==> src/rtl/dual_window_i2t.sv <==
module dual_window_i2t #(
  parameter int CUR_W = 12,
  parameter int ACC_W = 40,
  parameter int TS_W  = 32,
  parameter int DUR_W = 16,
  parameter int CNT_W = 8,
  parameter int DEB_W = 4,
  parameter int DEPTH = 16,
  localparam int SQ_W  = 2 * CUR_W,
  localparam int LEN_W = $clog2(DEPTH + 1),
  localparam int PTR_W = $clog2(DEPTH)
) (
  input  logic             clk,
  input  logic             rst_n,
  input  logic             clr,
  input  logic             sample_en,
  input  logic [CUR_W-1:0] cur_code,
  input  logic             in_limit,
  input  logic [TS_W-1:0]  timestamp,
  input  logic [CUR_W-1:0] fast_thresh,
  input  logic [ACC_W-1:0] fast_limit,
  input  logic [ACC_W-1:0] soft_limit,
  input  logic [ACC_W-1:0] roll_limit,
  input  logic [DEB_W-1:0] debounce,
  input  logic [LEN_W-1:0] roll_len,
  output logic             trip,
  output logic             foldback_req,
  output logic             roll_fault,
  output logic [CNT_W-1:0] fast_cnt,
  output logic [CNT_W-1:0] soft_cnt,
  output logic             log_valid,
  output logic [1:0]       log_win,
  output logic [TS_W-1:0]  log_ts,
  output logic [CUR_W-1:0] log_peak,
  output logic [DUR_W-1:0] log_dur,
  output logic [2:0]       log_reason
);
  localparam logic [1:0] WIN_FAST = 2'd1;
  localparam logic [1:0] WIN_SOFT = 2'd2;
  localparam logic [1:0] WIN_ROLL = 2'd3;

  function automatic logic [ACC_W-1:0] sat_add(input logic [ACC_W-1:0] a, input logic [ACC_W-1:0] b);
    logic [ACC_W:0] s;
    s = {1'b0, a} + {1'b0, b};
    return s[ACC_W] ? '1 : s[ACC_W-1:0];
  endfunction

  logic [SQ_W-1:0]  sq;
  logic [ACC_W-1:0] f_acc, s_acc, r_sum;
  logic [DEB_W-1:0] f_deb, s_deb;
  logic [DUR_W-1:0] f_dur, s_dur;
  logic [CUR_W-1:0] f_peak, s_peak;
  logic             s_done;
  logic [SQ_W-1:0]  rbuf [DEPTH];
  logic [PTR_W-1:0] ptr;

  assign sq = SQ_W'(cur_code) * SQ_W'(cur_code);

  // fast window
  logic             f_hot, f_over, f_fire;
  logic [ACC_W-1:0] f_acc_n;
  logic [DUR_W-1:0] f_dur_n;
  logic [CUR_W-1:0] f_peak_n;
  assign f_hot    = cur_code > fast_thresh;
  assign f_acc_n  = f_hot ? sat_add(f_acc, ACC_W'(sq)) : '0;
  assign f_dur_n  = !f_hot ? '0 : (f_dur == '1 ? f_dur : f_dur + 1'b1);
  assign f_peak_n = !f_hot ? '0 : (cur_code > f_peak ? cur_code : f_peak);
  assign f_over   = f_hot && (f_acc_n > fast_limit);
  assign f_fire   = sample_en && f_over && !trip && (f_deb == debounce);

  // soft window
  logic             s_over, s_qual, s_fire;
  logic [ACC_W-1:0] s_acc_n;
  logic [DUR_W-1:0] s_dur_n;
  logic [CUR_W-1:0] s_peak_n;
  assign s_acc_n  = in_limit ? sat_add(s_acc, ACC_W'(sq)) : '0;
  assign s_dur_n  = !in_limit ? '0 : (s_dur == '1 ? s_dur : s_dur + 1'b1);
  assign s_peak_n = !in_limit ? '0 : (cur_code > s_peak ? cur_code : s_peak);
  assign s_over   = in_limit && (s_acc_n > soft_limit);
  assign s_qual   = sample_en && s_over && !s_done && (s_deb == debounce);
  assign s_fire   = s_qual && !f_fire;

  // rolling budget
  logic             r_over, r_qual, r_fire;
  logic [ACC_W-1:0] r_sum_n;
  logic [LEN_W:0]   ptr_inc;
  logic [PTR_W-1:0] ptr_n;
  assign r_sum_n = r_sum + ACC_W'(sq) - ACC_W'(rbuf[ptr]);
  assign r_over  = r_sum_n > roll_limit;
  assign r_qual  = sample_en && r_over && !roll_fault;
  assign r_fire  = r_qual && !f_fire && !s_fire;
  assign ptr_inc = (LEN_W+1)'(ptr) + 1'b1;
  assign ptr_n   = (ptr_inc >= (LEN_W+1)'(roll_len) || ptr == PTR_W'(DEPTH - 1)) ? '0 : PTR_W'(ptr_inc);

  always_ff @(posedge clk or negedge rst_n) begin
    if (!rst_n) begin
      {trip, foldback_req, roll_fault, s_done, log_valid} <= '0;
      {f_acc, s_acc, r_sum, f_deb, s_deb, f_dur, s_dur, f_peak, s_peak, ptr} <= '0;
      {fast_cnt, soft_cnt, log_win, log_ts, log_peak, log_dur, log_reason} <= '0;
      for (int i = 0; i < DEPTH; i++) rbuf[i] <= '0;
    end else if (clr) begin
      {trip, foldback_req, roll_fault, s_done, log_valid} <= '0;
      {f_acc, s_acc, r_sum, f_deb, s_deb, f_dur, s_dur, f_peak, s_peak, ptr} <= '0;
      for (int i = 0; i < DEPTH; i++) rbuf[i] <= '0;
    end else begin
      log_valid <= sample_en && (f_fire || s_fire || r_fire);
      if (sample_en) begin
        f_acc  <= f_acc_n;
        f_dur  <= f_dur_n;
        f_peak <= f_peak_n;
        f_deb  <= !f_over ? '0 : (f_deb == debounce ? f_deb : f_deb + 1'b1);
        s_acc  <= s_acc_n;
        s_dur  <= s_dur_n;
        s_peak <= s_peak_n;
        s_deb  <= !s_over ? '0 : (s_deb == debounce ? s_deb : s_deb + 1'b1);
        s_done <= in_limit && (s_done || s_qual);
        r_sum  <= r_sum_n;
        rbuf[ptr] <= sq;
        ptr    <= ptr_n;
        if (f_fire) trip <= 1'b1;
        if (r_qual) roll_fault <= 1'b1;
        if (!in_limit) foldback_req <= 1'b0;
        else if (s_fire) foldback_req <= 1'b1;
        if (f_fire && fast_cnt != '1) fast_cnt <= fast_cnt + 1'b1;
        if (s_fire && soft_cnt != '1) soft_cnt <= soft_cnt + 1'b1;
        if (f_fire || s_fire || r_fire) begin
          log_ts     <= timestamp;
          log_reason <= {r_over, s_over, f_over};
          log_win    <= f_fire ? WIN_FAST : (s_fire ? WIN_SOFT : WIN_ROLL);
          log_peak   <= f_fire ? f_peak_n : (s_fire ? s_peak_n : cur_code);
          log_dur    <= f_fire ? f_dur_n : (s_fire ? s_dur_n : DUR_W'(roll_len));
        end
      end
    end
  end

  p_trip_hold_r2: assert property (@(posedge clk) disable iff (!rst_n)
    trip && !clr |=> trip);
  p_trip_logged_r6: assert property (@(posedge clk) disable iff (!rst_n)
    $rose(trip) |-> log_valid && log_win == WIN_FAST);
  p_fb_needs_limit_r3: assert property (@(posedge clk) disable iff (!rst_n)
    $rose(foldback_req) |-> $past(in_limit) && $past(sample_en));
  p_roll_hold_r4: assert property (@(posedge clk) disable iff (!rst_n)
    roll_fault && !clr |=> roll_fault);
  p_log_on_tick_r6: assert property (@(posedge clk) disable iff (!rst_n)
    log_valid |-> $past(sample_en) && !$past(clr));
  p_fast_sat_r7: assert property (@(posedge clk) disable iff (!rst_n)
    fast_cnt == '1 |=> fast_cnt == '1);
  p_soft_sat_r7: assert property (@(posedge clk) disable iff (!rst_n)
    soft_cnt == '1 |=> soft_cnt == '1);
  p_clr_r8: assert property (@(posedge clk) disable iff (!rst_n)
    clr |=> !trip && !roll_fault && !foldback_req && !log_valid);
endmodule

==> config.mk <==
export PLATFORM = sky130hd
export DESIGN_NAME = dual_window_i2t
export DESIGN_NICKNAME = d
export VERILOG_FILES = /design/src/rtl/dual_window_i2t.sv
export SDC_FILE = /design/constraint.sdc
export NUM_CORES = 2
export LEC_CHECK = 0
export BUFFER_PORTS_ARGS = -buffer_cell sky130_fd_sc_hd__buf_2
export CELL_PAD_IN_SITES_DETAIL_PLACEMENT = 0
export CELL_PAD_IN_SITES_GLOBAL_PLACEMENT = 1
export CORE_MARGIN = 8
export CORE_UTILIZATION = 44
export CTS_CLUSTER_SIZE = 40
export DETAILED_ROUTE_END_ITERATION = 10
export GPL_TIMING_DRIVEN = 0
export PLACE_DENSITY = 0.87
export SLEW_MARGIN = 0
export SYNTH_ARGS = -nofsm -noshare
export SYNTH_HDL_FRONTEND = slang
export SYNTH_SLANG_ARGS = --single-unit
==> constraint.sdc <==
create_clock -name clk -period 8.3 [get_ports clk]
set_clock_uncertainty 0.2 [all_clocks]
set_input_delay 1.66 -clock clk [delete_from_list [all_inputs] [get_ports clk]]
set_output_delay 1.66 -clock clk [all_outputs]
set_load 0.03 [all_outputs]
==> impl_metrics.ini <==
[run_status]
status = finished with violations
violations = setup timing

[clocking]
path_clk_slew_ns = 0.06
numClockSinks = 642
cts_root_buf = clkbuf_16
cts_tree = yes
clock_latency_ns = 0.64
cts_max_path_buffers = 3
cts_buffers = 74
htreeDepth = 3

[logic_synthesis]
synth-edff-count = 0
synth.area.top_cells = dfrtp_1 (37%), ha_1 (9.3%), nand2_1 (6.4%), mux4_2 (5.9%), a21oi_1 (5.5%)
ys_ff_latch = 642
yosysSeqAreaShare = 0.368
syn_inst = 4752
yosysWarningCount = 0
synth.distinct_cells = 78
avgSynthCellArea_um2 = 9.17
synth_compound_area_frac = 0.158
ys_top_cells_by_count = nand2_1 (738), dfrtp_1 (642), a21oi_1 (483)
synth_mux_area_frac = 0.0912
synthArstFlopShare = 1.00
yosys.area_share.simple = 0.149
synthAdderAreaFrac = 0.141
synth_top_family_by_area = compound AO/OA/AOI/OAI gates
synth_flop_cell = dfrtp_1
syn_nets = 5370
synth_top_area_frac = 0.368
synth_xor_area_frac = 0.0313
synthesis.area_um2 = 43600
synth_largest_area_cell = dfrtp_1
yosysMostFrequentCell = nand2_1

[sta]
setup_ws_ns = -3.24
tightest_slew_ns = 1.38
finalCriticalPeriod_ns = 11.54
grt_setup_unrepaired = true
hold_viol = 0
max_clock_freq_ghz = 0.0867
slew_viol_final = 0
whs_ns = 0.283
setup_viol = 111
finalSetupTns_ns = -278.48
fin_crit_sh = 1.39
slew_headroom = 0.0779

[grt]
grt_max_degree = 113
grt_pass1_wl_um = 227000
antenna_found_initial = 7
grt_pass1_vias = 38300
grt_util_all_layers = 0.268
overflow = 0

[routing]
drt_iter0_drc = 3144
route.vias.total = 38400
dr.pass1.iters = 5
routed_via_density = 5.81
drt_wl_total_um = 151000
ant_nets = 0
wire_per_inst_um = 22.9
drc = 0

[finish]
nNetsFinal = 5886
drive_above_1_share = 0.216
seqCellArea_um2 = 16100
fin_area_um2 = 54400
layout-area-overhead-vs-synth_pct = 24.7
multi_input_area_um2 = 27300
nFillCells = 8538

[place]
hpwl_um = 110000
gp_congestion = 0.949
post-place-ws_ns = -6.04
port_buffers = 273
place_area_um2 = 47900

[min_path]
holdCritStartpoint = rbuf[163]$_DFFE_PN0P_
hold-path-endpoint = rbuf[163]$_DFFE_PN0P_
hold_path_class = flip-flop to flip-flop
whs_path_depth = 2

[floorplanning]
fp.dieW_um = 331
io_pins = 275
die_area_um2 = 109000
die_y_um = 331
start_util = 0.444
core_um2 = 98300
rows = 115

[critical_path]
critPathRequiredTime_ns = 8.60
endpoint_kind = flip-flop
critPathKind = input port to flip-flop
max_stage_delay_ns = 0.55
crit_path_start_kind = input port
rr_worst_depth = 31
crit_arrival_ns = 11.84
crit_top_cell = fa_1
cp_slowest_cell = fa_1
r2r_slack_ns = -1.71
reg2reg_from = ptr[0]$_DFFE_PN0P_
crit_path_max_fanout = 5
timing.rr.end = log_ts[20]$_DFFE_PN0P_

[run]
maxCapViolCount = 0
## how the worst max path moves through the flow
stage / depth (start not counted) / startpoint / endpoint
final: 46 / cur_code[11] / log_ts[20]$_DFFE_PN0P_
after global routing: 45 / cur_code[7] / log_ts[20]$_DFFE_PN0P_
after detailed placement: 44 / cur_code[0] / log_peak[3]$_DFFE_PN0P_
after CTS: 46 / cur_code[0] / log_ts[23]$_DFFE_PN0P_
after global placement: 1 / rst_n / rbuf[41]$_DFFE_PN0P_
after floorplan: 46 / cur_code[9] / log_ts[10]$_DFFE_PN0P_
## layer usage
metal | track usage | vias to the layer above | share of wire
met2 | 0.438 | 1610 | 0.47
li1 | - | 17400 | -
met3 | 0.0629 | 311 | 0.091
met1 | 0.344 | 19100 | 0.40
met4 | 0.106 | 4 | 0.044
met5 | 0 | - | 0.00015
## through the flow
stage,util,cells
after floorplan,-,4752
after global placement,0.486,6312
after detailed placement,0.487,6318
after CTS,0.540,6559
after global routing,0.553,6609
final,0.553,6610
## logic make-up after synthesis
logic type | count (synthesis)
and+or+nand+nor | 1485
AOI/OAI and AO/OA | 1113
buffers and inverters | 692
DFF | 642
adders and majority gates | 428
muxes | 236
xor gates and xnor gates | 156
## registers in the layout, indices dropped and copies added (netlist names), 12 cells and up
| signal | flops |
|---|---|
| f_acc | 40 |
| f_dur | 16 |
| f_peak | 12 |
| log_dur | 16 |
| log_peak | 12 |
| log_ts | 32 |
| r_sum | 40 |
| rbuf | 368 |
| s_acc | 40 |
| s_dur | 16 |
| s_peak | 12 |
## critical path: cells and delay by family
family / cells / cell delay, ns
AOI/OAI and AO/OA: 10 / 1.91
and+or+nand+nor: 13 / 2.88
xor gates and xnor gates: 1 / 0.21
muxes: 1 / 0.29
buffers and inverters: 13 / 1.46
adders and majority gates: 8 / 3.37
## cell usage in the layout, fill, tap and decap left out, types with 53 or more instances in the layout
cell type,n
nand4_1,58
a21oi_1,447
xor2_1,58
mux4_2,115
a22o_1,75
fa_1,98
a21o_1,118
nor2_1,282
inv_1,390
dfrtp_1,642
clkbuf_1,194
mux2i_1,53
nand2_1,725
nor3_1,53
clkbuf_16,101
nand3_1,73
buf_4,142
o21ai_0,139
a211oi_1,67
buf_2,260
xnor2_1,73
ha_1,278
## what timing repair did
action                                  in CTS  in global routing
endpoints found under the setup margin     207                196
hold buffers                                 0                  0
cloned                                       3                  4
buffers inserted                           112                 49
pin swaps                                   88                102
resized for setup                          303                202
## final cells by class
class	instances	area share
plain buffers	275	0.0349
well taps	1287	0.0296
flip-flops and latches	642	0.296
inverters	410	0.0288
diodes	1	0.0000460
repair buffers	447	0.0608
multi-input cells	3418	0.502
clock buffers	90	0.0376
clock inverters	40	0.0109
Power is left out: the tool's default activity adds up to more than one toggle a clock period on the data nets, which glitch-free logic cannot reach.
